### src/rtl/clkgrp_pkg.sv
package clkgrp_pkg;
  localparam int unsigned N_GRP = 4;
  localparam int unsigned GRP_SZ [N_GRP] = '{8, 4, 2, 1};
  localparam int unsigned PH_W = 2;

  function automatic int unsigned lane_total();
    int unsigned s;
    s = 0;
    for (int unsigned g = 0; g < N_GRP; g++) s += GRP_SZ[g];
    return s;
  endfunction

  localparam int unsigned N_LANE = lane_total();

  function automatic int unsigned grp_of(int unsigned lane);
    int unsigned base;
    int unsigned res;
    base = 0;
    res  = N_GRP - 1;
    for (int g = N_GRP - 1; g >= 0; g--) begin
      base = 0;
      for (int h = 0; h < g; h++) base += GRP_SZ[h];
      if (lane >= base && res == N_GRP - 1 && g != N_GRP - 1) res = int'(g);
      if (lane >= base) break;
    end
    return res;
  endfunction

  typedef struct packed {
    logic half;
    logic en;
    logic run;
  } lane_cfg_t;
endpackage

### src/rtl/clkgrp_sync.sv
module clkgrp_sync #(
  parameter int unsigned WIDTH  = 1,
  parameter int unsigned STAGES = 2
) (
  input  logic             clk_i,
  input  logic             rst_ni,
  input  logic [WIDTH-1:0] d_i,
  output logic [WIDTH-1:0] q_o
);
  logic [WIDTH-1:0] stg_q [STAGES];

  always_ff @(posedge clk_i or negedge rst_ni) begin
    if (!rst_ni) stg_q[0] <= '0;
    else         stg_q[0] <= d_i;
  end

  for (genvar s = 1; s < STAGES; s++) begin : g_stage
    always_ff @(posedge clk_i or negedge rst_ni) begin
      if (!rst_ni) stg_q[s] <= '0;
      else         stg_q[s] <= stg_q[s-1];
    end
  end

  assign q_o = stg_q[STAGES-1];
endmodule

### src/rtl/clkgrp_phase.sv
module clkgrp_phase import clkgrp_pkg::*; (
  input  logic            clk_i,
  input  logic            rst_ni,
  output logic [PH_W-1:0] ph_o,
  output logic            commit_o
);
  logic [PH_W-1:0] ph_q;

  always_ff @(posedge clk_i or negedge rst_ni) begin
    if (!rst_ni) ph_q <= '0;
    else         ph_q <= ph_q + 1'b1;
  end

  assign ph_o     = ph_q;
  // wrap point: every lane is about to enter a low phase
  assign commit_o = (ph_q == '0);

  a_r6_phase_step: assert property (@(posedge clk_i) disable iff (!rst_ni)
    1'b1 |=> ph_q == PH_W'($past(ph_q) + 1'b1));
endmodule

### src/rtl/clkgrp_lane.sv
module clkgrp_lane import clkgrp_pkg::*; (
  input  logic            clk_i,
  input  logic            rst_ni,
  input  logic [PH_W-1:0] ph_i,
  input  logic            commit_i,
  input  lane_cfg_t       req_i,
  output logic            clk_o,
  output logic            oe_o
);
  lane_cfg_t act_q;
  logic      q;
  logic      wave;

  assign wave = act_q.half ? ph_i[1] : ph_i[0];

  always_ff @(posedge clk_i or negedge rst_ni) begin
    if (!rst_ni) begin
      act_q <= '0;
      q     <= 1'b0;
    end else begin
      if (commit_i) act_q <= req_i;
      q <= act_q.en & act_q.run & wave;
    end
  end

  assign clk_o = q;
  assign oe_o  = act_q.en;

  a_r2_full_single: assert property (@(posedge clk_i) disable iff (!rst_ni)
    (clk_o && !act_q.half) |=> !clk_o);
  a_r3_half_double: assert property (@(posedge clk_i) disable iff (!rst_ni)
    ($rose(clk_o) && act_q.half) |=> clk_o);
  a_r11_oe_on_low: assert property (@(posedge clk_i) disable iff (!rst_ni)
    !$stable(oe_o) |-> !clk_o);
  a_r9_stop_low: assert property (@(posedge clk_i) disable iff (!rst_ni)
    (commit_i && !req_i.run) |=> !clk_o ##1 !clk_o);
endmodule

### src/rtl/clkgrp_ctrl.sv
module clkgrp_ctrl import clkgrp_pkg::*; #(
  parameter int unsigned SYNC_STAGES = 2
) (
  input  logic              clk_i,
  input  logic              rst_ni,
  input  logic              ref_i,
  input  logic [N_GRP-1:0]  grp_half_i,
  input  logic              freq_mode_i,
  input  logic [N_LANE-1:0] lane_half_i,
  input  logic [N_LANE-1:0] lane_en_i,
  input  logic              ref_en_i,
  input  logic              glob_oe_i,
  input  logic              stop_ni,
  output logic [N_LANE-1:0] clk_o,
  output logic [N_LANE-1:0] clk_oe_o,
  output logic              ref_o,
  output logic              ref_oe_o
);
  localparam int unsigned PIN_W = N_GRP + 2;

  logic [PIN_W-1:0] pin_q;
  logic [N_GRP-1:0] grp_q;
  logic             glob_q;
  logic             run_q;
  logic [PH_W-1:0]  ph;
  logic             commit;

  clkgrp_sync #(.WIDTH(PIN_W), .STAGES(SYNC_STAGES)) u_sync (
    .clk_i  (clk_i),
    .rst_ni (rst_ni),
    .d_i    ({stop_ni, glob_oe_i, grp_half_i}),
    .q_o    (pin_q)
  );

  assign grp_q  = pin_q[N_GRP-1:0];
  assign glob_q = pin_q[N_GRP];
  assign run_q  = pin_q[N_GRP+1];

  clkgrp_phase u_phase (
    .clk_i    (clk_i),
    .rst_ni   (rst_ni),
    .ph_o     (ph),
    .commit_o (commit)
  );

  for (genvar i = 0; i < N_LANE; i++) begin : g_lane
    localparam int unsigned GI = grp_of(i);
    lane_cfg_t req;

    assign req.half = freq_mode_i ? lane_half_i[i] : grp_q[GI];
    assign req.en   = lane_en_i[i] & glob_q;
    assign req.run  = run_q;

    clkgrp_lane u_lane (
      .clk_i    (clk_i),
      .rst_ni   (rst_ni),
      .ph_i     (ph),
      .commit_i (commit),
      .req_i    (req),
      .clk_o    (clk_o[i]),
      .oe_o     (clk_oe_o[i])
    );
  end

  assign ref_o    = ref_i;
  assign ref_oe_o = ref_en_i & glob_q;

  a_r8_global_off: assert property (@(posedge clk_i) disable iff (!rst_ni)
    (commit && !glob_q) |=> (clk_oe_o == '0));
endmodule

### config.mk
export PLATFORM = sky130hd
export DESIGN_NAME = clkgrp_ctrl
export DESIGN_NICKNAME = d
export VERILOG_FILES = /design/src/rtl/clkgrp_pkg.sv /design/src/rtl/clkgrp_sync.sv /design/src/rtl/clkgrp_phase.sv /design/src/rtl/clkgrp_lane.sv /design/src/rtl/clkgrp_ctrl.sv
export SDC_FILE = /design/constraint.sdc
export NUM_CORES = 1
export LEC_CHECK = 0
export ABC_AREA = 1
export BUFFER_PORTS_ARGS = -buffer_cell sky130_fd_sc_hd__buf_2
export CORE_MARGIN = 2
export CORE_UTILIZATION = 47
export CTS_CLUSTER_DIAMETER = 60
export DETAILED_ROUTE_END_ITERATION = 7
export PLACE_DENSITY = 0.76
export SYNTH_ARGS = -nofsm -noshare
export SYNTH_HDL_FRONTEND = slang
export SYNTH_SLANG_ARGS = --single-unit
### constraint.sdc
create_clock -name clk_i -period 1.3 [get_ports clk_i]
set_input_delay 0 -clock clk_i [delete_from_list [all_inputs] [get_ports clk_i]]
set_output_delay 0 -clock clk_i [all_outputs]
set_load 0.02 [all_outputs]
==> run_results.csv <==
group,metric,value,unit
placement,gp_congestion,0.794,
die,coreArea,0.00551,mm^2
status,status,"finished, final reports clean",
clock_network,numCtsBuffers,9,
placement,post-dp-hpwl,3570,um
routing,avgViaCountPerCell,4.52,
clock_network,cts_tree,"done",
die,start_util,48.6,%
pwr,switching_share,24.4,%
clock_network,clk_latency,330,ps
pwr,combPwrFrac,10.9,%
global_route,overflow,0,
clock_network,clock-sinks,60,
pwr,p_leak,1.94,nW
global_route,grt_pass1_vias,2172,
sta,skew,5.93,ps
yosys,synth_area_leaders,"dfrtp_1 56%, nand2_1 22%, buf_4 11%",
clock_network,clkTransAtPathRegs,60,ps
die,die_w,79.5,um
setup_path,cp-start-kind,"flip-flop",
setup_path,crit_type,"flip-flop to output pin",
pwr,power.switching,935,uW
yosys,synth.distinct_cells,12,
pwr,peakVddDrop,0.948,mV
clock_network,cts-root-buf,"clkbuf_8",
routing,drt_iter0_markers,112,
sta,finalCriticalPeriod,1140,ps
sta,setup_tns,0,ps
global_route,antenna_found_initial,0,
yosys,synth_top_area_share,56.1,%
yosys,ys.flop_type,"dfrtp_1",
worst_hold_path,worst_hold_path_type,"input pin to output pin",
sta,worst_slew_pin_slew,342,ps
routing,post-route-drc-count,0,
routing,wl_met2,2880,um
sta,final_hold_viol_count,0,
setup_path,cp_max_fo,16,
global_route,grt_util_all_layers,20.1,%
setup_path,critical_path.max_stage_delay,320,ps
final_layout,final_nets,438,
global_route,grt_pass1_wl,9550,um
yosys,yosysMostFrequentCell,"nand2_1",
yosys,yosys-top-cells-count,"155 x nand2_1, 60 x dfrtp_1, 38 x buf_4",
routing,routed-wl-met3,333,um
placement,io_buffers,70,
routing,ant_nets,0,
pwr,p_seq_share,52.3,%
pwr,p_per_area,1130,mW/mm^2
job,cap_violations,0,
final_layout,stdcell_count,473,
yosys,yosys.area.top_type,"dfrtp_1",
routing,wl_per_cell,12.3,um
pwr,clkPwrFrac,36.8,%
yosys,synth.avg_cell_area,8.44,um^2
yosys,synthesis.area,0.00268,mm^2
yosys,seq_area_frac_synth,56.1,%
die,die-area,0.00631,mm^2
final_layout,layout-drive-gt1-share,23.4,%
die,ios,73,
sta,rsz0062_at_grt,"no",
worst_hold_path,min_path_cells,0,
routing,first_pass_iters,4,
setup_path,critical_path_arrival,1140,ps
setup_path,path_buf_inv,3,
setup_path,cp-end-kind,"output pin",
yosys,synthArstFlopShare,100,%
final_layout,area_growth,27.1,%
setup_path,cp_slowest_cell,"dfrtp_1",
sta,max_freq,874,MHz
yosys,syn_nets,359,
setup_path,critPathTopFamily,"buffers and inverters",
sta,final-setup-viol-count,0,
clock_network,post_cts_buffers,0,
global_route,grt_max_degree,40,
setup_path,worstPathCellList,"buf_4, nand2_1, inv_1, buf_2",
sta,drv_slew,0,
clock_network,clock_path_buffers,2,
clock_network,htreeDepth,3,
final_layout,diodes,0,
setup_path,critPathRequiredTime,1300,ps
yosys,yosysWarnings,0,
routing,drt-total-wl,5830,um
placement,place_inst,420,
die,die_h,79.5,um
sta,period_share,88.0,%
sta,slew_headroom,77.2,%
setup_path,crit_cells,4,
yosys,netlist_instances,317,
pwr,internal_power,2.89,mW
routing,highest_layer,"met4",
yosys,ys_seq_elements,60,
setup_path,r2r_cells,5,
routing,vias,2138,
die,num_rows,27,
routing,met1_length,2510,um
yosys,synth_edf_count,0,
-- metal layers --
metal / GRT usage, % / vias up
met5: 0 / -
met4: 10.5 / 0
met3: 3.73 / 10
met2: 34.9 / 77
met1: 23.5 / 970
li1: - / 1081
-- final timing paths --
| check | start | end | slack (ps) |
|---|---|---|---|
| max in group asynchronous | rst_ni | g_lane[12].u_lane.clk_o$_DFF_PN0_ | 820 |
| min in group asynchronous | rst_ni | g_lane[7].u_lane.clk_o$_DFF_PN0_ | 40 |
| hold reg to reg | u_sync.stg_q[7]$_DFF_PN0_ | u_sync.q_o[1]$_DFF_PN0_ | 350 |
| setup reg to reg | u_phase.ph_o[0]$_DFF_PN0_ | g_lane[13].u_lane.oe_o$_DFFE_PN0N_ | 210 |
| hold / removal | ref_i | ref_o | 0.04 |
| setup / recovery | u_sync.q_o[4]$_DFF_PN0_ | ref_oe_o | 160 |
-- flip-flops by register name (all words and copies together), names as in the netlist --
signal               flops
u_sync.stg_q             6
u_sync.q_o               6
g_lane.u_lane.oe_o      15
u_phase.ph_o             2
g_lane.u_lane.clk_o     15
g_lane.u_lane.act_q     16
-- per-stage QoR --
stage	power [mW]	hold WS [ps]	util, %	instance area (um^2)	setup slack, ps
floorplan	2.24	-296	-	2690	22.0
global placement	2.36	-153	52.0	2870	96.3
detailed placement	2.37	-151	52.0	2870	58.8
CTS	3.86	0.137	61.7	3400	43.2
global route	4.02	0.133	61.8	3400	92.5
finish	3.83	0.0436	61.8	3400	156
-- power groups by stage --
stage,clock network [mW],registers (mW),logic [mW]
floorplan,0,2.02,0.219
global placement,0,2.03,0.325
detailed placement,0,2.03,0.334
CTS,1.44,2.00,0.420
global route,1.54,2.01,0.467
finish,1.41,2.00,0.416
-- cell usage in the layout (no fill, tap or decap) --
| cell type | instances |
|---|---|
| clkbuf_8 | 10 |
| clkbuf_1 | 4 |
| inv_1 | 20 |
| clkinv_2 | 2 |
| dfrtp_1 | 60 |
| nand2_1 | 155 |
| nand3_1 | 16 |
| a21oi_1 | 15 |
| inv_2 | 1 |
| buf_4 | 7 |
| buf_2 | 70 |
| inv_4 | 1 |
| ha_4 | 1 |
| buf_12 | 1 |
| nand2_2 | 1 |
| dlygate4sd3_1 | 37 |
-- cell families (layout without fill, tap and decap cells) --
kind of cell               after synthesis  count (layout)  share of synthesized area, %
AOI/OAI and AO/OA                       15              15                          2.80
and+or+nand+nor                        172             172                          25.0
DFF                                     60              60                          56.1
adders and majority gates                1               1                         0.467
buffers and inverters                   69             153                          15.7
-- area by class of cell --
class	instances	area [um^2]
well taps	72	90.1
inverters	22	85.1
repair buffers	115	793
fillers	473	2110
clock inverters	2	10.0
flip-flops and latches	60	1500
multi-input cells	188	768
clock buffers	14	153
-- what timing repair did --
item	4_1_cts	5_1_grt
resized for setup	0	2
endpoints found under the hold margin	96	0
hold buffers	37	0
setup endpoints to repair	0	31
(Power assumes the default switching activity.)
